`config.mk`:
```
export PLATFORM = sky130hd
export DESIGN_NAME = tw_uart_pkt_tx
export DESIGN_NICKNAME = d
export VERILOG_FILES = /design/src/rtl/tw_pkg.sv /design/src/rtl/tw_hdr_build.sv /design/src/rtl/tw_link_msg.sv /design/src/rtl/tw_slip_stuff.sv /design/src/rtl/tw_uart_pkt_tx.sv
export SDC_FILE = /design/constraint.sdc
export NUM_CORES = 1
export LEC_CHECK = 0
export BUFFER_PORTS_ARGS = -buffer_cell sky130_fd_sc_hd__clkbuf_2
export CORE_ASPECT_RATIO = 1.75
export CORE_MARGIN = 10
export CORE_UTILIZATION = 53
export DETAILED_ROUTE_END_ITERATION = 10
export PLACE_DENSITY_LB_ADDON = 0.2
export SKIP_LAST_GASP = 1
export SYNTH_ARGS = -nofsm -noshare
export SYNTH_HDL_FRONTEND = slang
export SYNTH_SLANG_ARGS = --single-unit
```
`constraint.sdc`:
```
create_clock -name clk -period 3.9 [get_ports clk]
set_input_delay 0.78 -clock clk [delete_from_list [all_inputs] [get_ports clk]]
set_output_delay 0.78 -clock clk [all_outputs]
set_load 0.01 [all_outputs]
```
`src/rtl/tw_pkg.sv`:
```
package tw_pkg;
   localparam logic [7:0] FRAME_DELIM = 8'hC0;
   localparam logic [7:0] ESC_LEAD    = 8'hDB;
   localparam logic [7:0] ESC_OF_DLM  = 8'hDC;
   localparam logic [7:0] ESC_OF_ESC  = 8'hDD;
   localparam logic [3:0] LINK_TYPE   = 4'hF;

   typedef enum logic [2:0] {
      ST_IDLE,
      ST_OPEN,
      ST_HDR,
      ST_BODY,
      ST_CLOSE
   } frm_state_e;
endpackage

```
`src/rtl/tw_hdr_build.sv`:
```
module tw_hdr_build #(
   parameter int          LEN_W    = 12,
   parameter logic [15:0] REL_MASK = 16'h0036
) (
   input  logic [3:0]       ptype,
   input  logic [LEN_W-1:0] plen,
   input  logic [2:0]       seq,
   input  logic [2:0]       ack,
   output logic [3:0][7:0]  hdr,
   output logic             reliable
);
   localparam int FULL_W = 12;

   logic [15:0]       rel_vec;
   logic [FULL_W-1:0] len12;
   logic [7:0]        b0, b1, b2, sum;

   for (genvar t = 0; t < 16; t++) begin : g_rel
      assign rel_vec[t] = REL_MASK[t];
   end

   if (LEN_W == FULL_W) begin : g_full
      assign len12 = plen;
   end else begin : g_pad
      assign len12 = {{(FULL_W-LEN_W){1'b0}}, plen};
   end

   always_comb begin
      reliable = rel_vec[ptype];
      b0       = {reliable, 1'b0, ack, (reliable ? seq : 3'd0)};
      b1       = {len12[3:0], ptype};
      b2       = len12[11:4];
      sum      = b0 + b1 + b2;
      hdr[0]   = b0;
      hdr[1]   = b1;
      hdr[2]   = b2;
      hdr[3]   = ~sum;
   end
endmodule

```
`src/rtl/tw_link_msg.sv`:
```
module tw_link_msg (
   input  logic [1:0] sel,
   input  logic [1:0] idx,
   input  logic [2:0] window,
   output logic [7:0] msg_byte,
   output logic [1:0] msg_len
);
   always_comb begin
      msg_len  = (sel == 2'd2) ? 2'd3 : 2'd2;
      msg_byte = 8'h00;
      case (sel)
         2'd0: msg_byte = (idx == 2'd0) ? 8'h01 : 8'h7E;
         2'd1: msg_byte = (idx == 2'd0) ? 8'h02 : 8'h7D;
         2'd2: begin
            case (idx)
               2'd0:    msg_byte = 8'h03;
               2'd1:    msg_byte = 8'hFC;
               default: msg_byte = {5'd0, window};
            endcase
         end
         default: msg_byte = (idx == 2'd0) ? 8'h04 : 8'h7B;
      endcase
   end
endmodule

```
`src/rtl/tw_slip_stuff.sv`:
```
module tw_slip_stuff
   import tw_pkg::*;
(
   input  logic       clk,
   input  logic       rst_n,
   input  logic       in_valid,
   output logic       in_ready,
   input  logic [7:0] in_data,
   input  logic       in_raw,
   output logic       out_valid,
   input  logic       out_ready,
   output logic [7:0] out_data
);
   logic       esc_pend;
   logic       needs_esc;
   logic [7:0] second;

   always_comb begin
      needs_esc = !in_raw && (in_data == FRAME_DELIM || in_data == ESC_LEAD);
      second    = (in_data == FRAME_DELIM) ? ESC_OF_DLM : ESC_OF_ESC;
      out_valid = in_valid;
      out_data  = esc_pend ? second : (needs_esc ? ESC_LEAD : in_data);
      in_ready  = out_ready && (!needs_esc || esc_pend);
   end

   always_ff @(posedge clk) begin
      if (!rst_n) begin
         esc_pend <= 1'b0;
      end else if (esc_pend) begin
         if (out_ready) esc_pend <= 1'b0;
      end else if (in_valid && out_ready && needs_esc) begin
         esc_pend <= 1'b1;
      end
   end

   // a stalled byte is held
   p_hold_r9: assert property (@(posedge clk) disable iff (!rst_n)
      out_valid && !out_ready |=> out_valid && $stable(out_data));

   // an escape lead is always followed by its code byte
   p_esc_pair_r2: assert property (@(posedge clk) disable iff (!rst_n)
      out_valid && out_ready && out_data == ESC_LEAD |=>
         out_valid && (out_data == ESC_OF_DLM || out_data == ESC_OF_ESC));
endmodule

```
`src/rtl/tw_uart_pkt_tx.sv`:
```
module tw_uart_pkt_tx
   import tw_pkg::*;
#(
   parameter int          LEN_W    = 12,
   parameter logic [15:0] REL_MASK = 16'h0036
) (
   input  logic             clk,
   input  logic             rst_n,
   input  logic             req_valid,
   output logic             req_ready,
   input  logic [3:0]       req_type,
   input  logic [LEN_W-1:0] req_len,
   input  logic             req_link,
   input  logic [1:0]       req_link_sel,
   input  logic [2:0]       cfg_window,
   input  logic [2:0]       seq_num,
   input  logic [2:0]       ack_num,
   input  logic             pl_valid,
   output logic             pl_ready,
   input  logic [7:0]       pl_data,
   output logic             tx_valid,
   input  logic             tx_ready,
   output logic [7:0]       tx_data,
   output logic             rel_done
);
   localparam int HDR_BYTES = 4;
   localparam int HIDX_W    = $clog2(HDR_BYTES);

   if (LEN_W < 2 || LEN_W > 12) begin : g_bad_len
      $error("LEN_W must lie between 2 and 12");
   end

   frm_state_e       state;
   logic [HIDX_W-1:0] hidx;
   logic [LEN_W-1:0] pcnt;
   logic [3:0]       c_type;
   logic [LEN_W-1:0] c_len;
   logic [2:0]       c_seq, c_ack, c_win;
   logic             c_link;
   logic [1:0]       c_sel;

   logic [3:0][7:0]  hdr;
   logic             hdr_rel;
   logic [7:0]       lmsg_byte;
   logic [1:0]       lmsg_len;
   logic [1:0]       lmsg_len_new;
   logic [7:0]       lmsg_unused;

   logic             s_valid, s_ready, s_raw;
   logic [7:0]       s_data;
   logic             s_hs;

   tw_hdr_build #(.LEN_W(LEN_W), .REL_MASK(REL_MASK)) u_hdr (
      .ptype(c_type), .plen(c_len), .seq(c_seq), .ack(c_ack),
      .hdr(hdr), .reliable(hdr_rel));

   tw_link_msg u_lmsg (
      .sel(c_sel), .idx(pcnt[1:0]), .window(c_win),
      .msg_byte(lmsg_byte), .msg_len(lmsg_len));

   tw_link_msg u_lmsg_len (
      .sel(req_link_sel), .idx(2'd0), .window(3'd0),
      .msg_byte(lmsg_unused), .msg_len(lmsg_len_new));

   tw_slip_stuff u_stuff (
      .clk(clk), .rst_n(rst_n),
      .in_valid(s_valid), .in_ready(s_ready), .in_data(s_data), .in_raw(s_raw),
      .out_valid(tx_valid), .out_ready(tx_ready), .out_data(tx_data));

   always_comb begin
      s_valid  = 1'b0;
      s_data   = FRAME_DELIM;
      s_raw    = 1'b0;
      pl_ready = 1'b0;
      case (state)
         ST_OPEN, ST_CLOSE: begin
            s_valid = 1'b1;
            s_raw   = 1'b1;
         end
         ST_HDR: begin
            s_valid = 1'b1;
            s_data  = hdr[hidx];
         end
         ST_BODY: begin
            if (c_link) begin
               s_valid = 1'b1;
               s_data  = lmsg_byte;
            end else begin
               s_valid  = pl_valid;
               s_data   = pl_data;
               pl_ready = s_ready;
            end
         end
         default: ;
      endcase
      s_hs      = s_valid && s_ready;
      req_ready = (state == ST_IDLE);
   end

   always_ff @(posedge clk) begin
      if (!rst_n) begin
         state    <= ST_IDLE;
         hidx     <= '0;
         pcnt     <= '0;
         c_type   <= '0;
         c_len    <= '0;
         c_seq    <= '0;
         c_ack    <= '0;
         c_win    <= '0;
         c_link   <= 1'b0;
         c_sel    <= '0;
         rel_done <= 1'b0;
      end else begin
         rel_done <= 1'b0;
         case (state)
            ST_IDLE: if (req_valid) begin
               c_seq  <= seq_num;
               c_ack  <= ack_num;
               c_link <= req_link;
               c_sel  <= req_link_sel;
               c_win  <= cfg_window;
               if (req_link) begin
                  c_type <= LINK_TYPE;
                  c_len  <= LEN_W'(lmsg_len_new);
               end else begin
                  c_type <= req_type;
                  c_len  <= req_len;
               end
               state <= ST_OPEN;
            end
            ST_OPEN: if (s_hs) begin
               hidx  <= '0;
               state <= ST_HDR;
            end
            ST_HDR: if (s_hs) begin
               hidx <= hidx + 1'b1;
               if (hidx == HIDX_W'(HDR_BYTES-1)) begin
                  pcnt  <= '0;
                  state <= (c_len == '0) ? ST_CLOSE : ST_BODY;
               end
            end
            ST_BODY: if (s_hs) begin
               pcnt <= pcnt + 1'b1;
               if (pcnt == c_len - 1'b1) state <= ST_CLOSE;
            end
            ST_CLOSE: if (s_hs) begin
               rel_done <= hdr_rel;
               state    <= ST_IDLE;
            end
            default: state <= ST_IDLE;
         endcase
      end
   end

   // no bare delimiter between the opening and closing delimiter
   p_no_bare_delim_r1: assert property (@(posedge clk) disable iff (!rst_n)
      tx_valid && tx_ready && (state == ST_HDR || state == ST_BODY) |->
         tx_data != FRAME_DELIM);

   // completion pulse only right after a closing delimiter handover
   p_done_after_close_r10: assert property (@(posedge clk) disable iff (!rst_n)
      rel_done |-> $past(tx_valid && tx_ready && tx_data == FRAME_DELIM));

   // no new request while a frame is in flight
   p_busy_r11: assert property (@(posedge clk) disable iff (!rst_n)
      tx_valid && tx_ready && tx_data != FRAME_DELIM |-> !req_ready);
endmodule

```
==> qor.yml, run 1 <==
end_kind: "primary output"
grt_pass1_wl_um: 18700
cp.required_ns: 3.12
nets: 608
setup_ws_ns: -0.356
io_pins: 53
rows: 41
critPathMaxFanout: 4
power.internal_mw: 1.45
grt_max_degree: 19
power_density_mw_per_mm2: 556
total_power_mw: 2.51
ir_drop_v: 0.000366
switching_share_pct: 42.5
power_switching_mw: 1.07
place_area_mm2: 0.00425
hold_buffers: 0
worstPathCellList: "and2_4 -> fa_1 -> ha_2 -> fa_2 -> xnor2_1 -> mux4_2 -> a21oi_4 -> and4_4 -> o211ai_1 -> and2_4 -> o21ai_2 -> buf_2"
drive_gt1_share_pct: 25.5
syn_avg_cell_area_um2: 7.92
slew_headroom_pct: 32.8
cap_violations: 0
worst-path-stages: 12
netlist.area_leader.share_pct: 25.1
violations: "setup timing"
ys_seq_area_share_pct: 25.1
p_comb_share_pct: 52.7
portBuffers: 52
leakagePower_nw: 1.77
synth_ff_type: "dfxtp_1"
cts.sinks: 48
yosysUniqueCellTypes: 78
grtUsageTotal_pct: 20.2
design.die.area_mm2: 0.0112
ff2ff_setup_slack_ns: -0.01
finalCritPeriodShare_pct: 109
clock_path_buffers: 2
yosys.area.top_type: "dfxtp_1"
core-area_mm2: 0.00713
drv_slew: 0
synth_top_family_by_area: "simple AND/OR/NAND/NOR gates"
yosysMostFrequentCell: "nand2_1"
synth_compound_area_share_pct: 22.2
synthesis.nets: 544
design_area_mm2: 0.00452
synthTopCellsByArea: "dfxtp_1 (25%), nand2_1 (6.3%), a21oi_1 (5.6%)"
synth_edf_count: 0
syn_to_final_growth_pct: 18.0
grt-ovfl-total: 0
rsz0062_at_grt: "yes"
r2r_start: "hdr_rel"
min_delay_path_depth: 2
cts_buffers: 5
ys_top_cells_by_count: "nand2_1 (64), dfxtp_1 (48), a21oi_1 (43), nor2_1 (38), nor3_1 (22)"
drt-total-wl_um: 11500
drc: 0
hp-class: "flop to flop"
slowest_delay_ns: 0.51
cp.arrival_ns: 3.48
htreeDepth: 2
drt_pass1_iterations: 5
synth_adder_area_share_pct: 7.57
status: "finished, violations left"
path_class: "flop to primary output"
final_util_pct: 63.4
crit_path_top_delay_cell: "mux4_2"
root_buffer: "clkbuf_16"
r2r_cells: 15
synthMuxAreaShare_pct: 2.94
clock.fmax_ghz: 0.235
period_minus_slack_ns: 4.26
setup_violations: 6
finalHoldViolations: 0
p_seq_share_pct: 26.3
dp.final_hpwl_um: 9050
cp-startpoint: "hdr_rel"
synthArstFlopShare_pct: 0
max_slew.worst_pin.slew_ns: 1.00
hp-start: "c_win[0]"
ys_seq_elements: 48
place_inst: 624
die_y_um: 133
initial_core_util_pct: 53.8
synth_xor_area_share_pct: 6.62
avgViaCountPerCell: 6.11
crit_buf_inv: 1
critPathLaunchType: "flop"
critPathTopFamily: "adder cells"
path_common_cell: "and2_4"
grt_antenna_before_repair: 0
gp_congestion: 0.977
synth-simple-area-share_pct: 27.3
wire_per_inst_um: 18.1
grt_pass1_vias: 3841
vias: 3878
ant_nets: 0
die-width_um: 84.3
clk_latency_ns: 0.29
yosysWarnings: 0
clkSlewWorstSetupHoldPaths_ns: 0.06
drtIter0Drc: 225
fin_skew_ns: 0.00754
num_antenna_cells: 0
instances_no_fill: 635
synth_area_mm2: 0.00383
pwr-share-clk_pct: 21.0
cts_tree: "done"
netlist_instances: 484
## state kept, by name, summed over array words and instances (netlist names), 3 cells and up
signal  count
c_ack       3
c_len      12
c_seq       3
c_type      4
c_win       3
pcnt       12
state       3
## repair_timing
item | 4_1_cts | 5_1_grt
gates resized for setup | 6 | 17
endpoints found under the setup margin | 5 | 20
pin swaps | 5 | 14
buffers inserted | 4 | 0
## worst reg2reg max path, delay by kind of cell, from the launching register on
kind            cells  cell delay [ns]
simple gates        3             0.29
xor+xnor            2             0.29
fa+ha+maj           3             1.07
compound gates      3             0.84
mux                 1             0.51
flops               1             0.33
buf+inv             3             0.47
## stage by stage
| stage | hold WS (ns) | worst slack (ns) | TNS (ns) |
|---|---|---|---|
| after floorplan | 0.432 | 0.00196 | 0 |
| after global placement | 0.445 | -0.109 | -0.216 |
| after detailed placement | 0.462 | -0.137 | -0.376 |
| after CTS | 0.470 | -0.335 | -1.35 |
| after global routing | 0.507 | -0.486 | -2.90 |
| final | 0.467 | -0.356 | -1.49 |
## cell type report
type / count / area [um^2]
multi-input combinational: 382 / 2640
sequential: 48 / 962
inverter: 18 / 67.6
timing repair buffer: 93 / 568
clock inverter: 1 / 30.0
clock buffer: 7 / 153
tap: 86 / 108
fill: 651 / 2610
## cell usage in the layout (no fill, tap or decap), types with 18 or more instances in the layout
master    instances
buf_4            41
nor3_1           21
clkbuf_2         45
a21oi_1          41
nor2_1           37
inv_1            18
xnor2_1          19
nand2_1          64
dfxtp_1          47
## power groups by stage
| stage | combinational (mW) | sequential [mW] | clock [mW] |
|---|---|---|---|
| floorplan | 0.939 | 0.616 | 0 |
| global placement | 1.23 | 0.667 | 0 |
| detailed placement | 1.24 | 0.670 | 0 |
| CTS | 1.29 | 0.660 | 0.531 |
| global route | 1.45 | 0.674 | 0.546 |
| finish | 1.32 | 0.662 | 0.528 |
## cells by family (layout without fill, tap and decap cells)
family,count (synthesis),in the layout
flops,48,48
xor+xnor,29,29
buf+inv,54,119
simple gates,203,203
fa+ha+maj,19,19
compound gates,121,121
mux,10,10
## worst paths after layout
path / to
worst max register to register: pcnt[9]
worst max-delay path: tx_data[0]
worst min-delay path: c_win[0]
worst min register to register: c_win[0]
## routing by layer
metal	up-vias	part of all wire, %	GRT usage, %
met5	-	0	0
met4	0	5.8	12.1
met1	1819	36	20.4
li1	1864	-	-
met3	55	3.9	2.70
met2	140	54	37.6
Note: power is estimated with default switching activity, not from simulation.
==> run 2: changes to the inputs <==
CELL_PAD_IN_SITES_DETAIL_PLACEMENT = 1   (was default)
CELL_PAD_IN_SITES_GLOBAL_PLACEMENT = 2   (was default)
CORE_UTILIZATION = 31   (was 53)
==> run 2 against run 1 <==
The run still ends with setup timing left. Non-clock buffer count up 4. Via count shrank 2.4%. Combinational power up 5%. Critical path type unchanged. Critical endpoint unchanged. Highest routed layer unchanged.
==> qor.yml, run 2 (synthesized netlist as in run 1, its figures left out) <==
n_fill_cell: 1512
period_minus_slack_ns: 4.25
root_buffer: "clkbuf_16"
hp-class: "flop to flop"
setup_violations: 6
min_delay_path_depth: 2
pwr-share-clk_pct: 18.0
rsz0062_at_grt: "yes"
tns_ns: -1.48
wire_per_inst_um: 19.2
end_kind: "primary output"
ir_drop_v: 0.000209
r2r_cells: 14
switching_share_pct: 45.3
drtIter0Drc: 167
clock_path_buffers: 2
clock.fmax_ghz: 0.235
cts_buffers: 5
final_common_cell: "nand2_1"
clkSlewWorstSetupHoldPaths_ns: 0.07
hp-start: "c_seq[2]"
seqCellArea_um2: 962
drive_gt1_share_pct: 25.9
design.die.area_mm2: 0.0174
nets: 612
drv_slew: 0
critPathMaxFanout: 3
cts.sinks: 48
grt_antenna_before_repair: 0
drt-total-wl_um: 13800
htreeDepth: 2
cp.arrival_ns: 3.47
cts_tree: "done"
p_comb_share_pct: 55.5
leakagePower_nw: 1.76
ff2ff_setup_slack_ns: 0.14
violations: "setup timing"
p_seq_share_pct: 26.5
multi_input_area_mm2: 0.00263
die-width_um: 104
r2r-end: "pcnt[9]"
power_switching_mw: 1.13
total_power_mw: 2.49
power_density_mw_per_mm2: 541
grt_pass1_vias: 4007
cap_violations: 0
slew_headroom_pct: 36.6
initial_core_util_pct: 31.8
grt-ovfl-total: 0
max_slew.worst_pin.slew_ns: 0.944
rows: 53
clk_latency_ns: 0.30
gp_congestion: 0.884
path_class: "flop to primary output"
num_antenna_cells: 0
critPathLaunchType: "flop"
reg_top3: "c_len x12, pcnt x12, c_type x4"
grt_max_degree: 32
core-area_mm2: 0.0121
finalCritPeriodShare_pct: 109
vias: 3783
design_area_mm2: 0.00461
syn_to_final_growth_pct: 20.2
dp.final_hpwl_um: 11300
setup_ws_ns: -0.350
place_area_mm2: 0.00436
power.internal_mw: 1.36
cp.required_ns: 3.12
drc: 0
drt_pass1_iterations: 4
die_y_um: 167
grtUsageTotal_pct: 15.6
status: "finished, violations left"
io_pins: 53
finalHoldViolations: 0
portBuffers: 52
avgViaCountPerCell: 5.27
min_to: "c_seq[2]"
fin_skew_ns: 0.00862
ant_nets: 0
final_cell_mix: "nand2_1 (64), dfxtp_1 (47), clkbuf_2 (46)"
r2r_start: "hdr_rel"
grt_pass1_wl_um: 21800
run 2: changes by cell type in the layout (fill, tap and decap cells not counted), sizes merged:
cell	delta
buf	+3
bufinv	-1
clkinv	+1
clkinvlp	+1
run 2: worst max-delay path by stage:
stage               startpoint         end  slack, ns
floorplan              hdr_rel  tx_data[0]      0.002
global placement       hdr_rel  tx_data[0]      -0.15
detailed placement     hdr_rel  tx_data[0]      -0.21
CTS                    hdr_rel  tx_data[0]      -0.41
global route           hdr_rel  tx_data[0]      -0.50
finish                 hdr_rel  tx_data[0]      -0.35
run 2: area by class of cell:
| type | count | share of cell area, % |
|---|---|---|
| tap | 165 | 4.48 |
| multi-input combinational | 382 | 57.1 |
| inverter | 18 | 1.47 |
| clock buffer | 6 | 2.80 |
| sequential | 48 | 20.9 |
| clock inverter | 2 | 0.353 |
| timing repair buffer | 97 | 13.0 |
run 2: per-layer routing:
| layer | vias to the layer above | GRT usage [%] | share of wire, % |
|---|---|---|---|
| met1 | 1825 | 15.7 | 37 |
| met3 | 32 | 2.27 | 2.3 |
| li1 | 1863 | - | - |
| met2 | 63 | 30.3 | 56 |
| met4 | 0 | 7.60 | 4.5 |
| met5 | - | 0 | 0 |
run 2: through the flow:
stage	cells	worst slack [ns]	utilization, %	hold WS, ns
after global placement	705	-0.147	36.1	0.446
final	718	-0.350	38.2	0.452
after CTS	716	-0.408	37.6	0.456
after global routing	718	-0.496	38.2	0.471
after floorplan	484	0.00196	-	0.432
after detailed placement	705	-0.205	36.1	0.446
run 2: worst max-delay path: stages (launching register included):
cell and delay [ns]:
dfxtp_2 0.33, and2_4 0.15, fa_1 0.46, ha_2 0.22, fa_2 0.38, xnor2_1 0.14, mux4_2 0.50, a21oi_4 0.18
and4_4 0.25, o211ai_1 0.10, and2_4 0.20, o21ai_2 0.11, buf_2 0.15
run 2: repair_timing:
item,in CTS,in global routing
endpoints found under the setup margin,5,21
pin swaps,7,10
hold buffers,0,0
cloned,0,0
setup buffers,3,2
gates resized for setup,6,15
run 2: power by group through the flow:
stage          sequential (mW)  combinational (mW)  clock (mW)
2_1_floorplan            0.616               0.939           0
3_3_place_gp             0.671                1.31           0
3_5_place_dp             0.674                1.34           0
4_1_cts                  0.663                1.38       0.459
5_1_grt                  0.677                1.53       0.478
6_report                 0.662                1.38       0.448
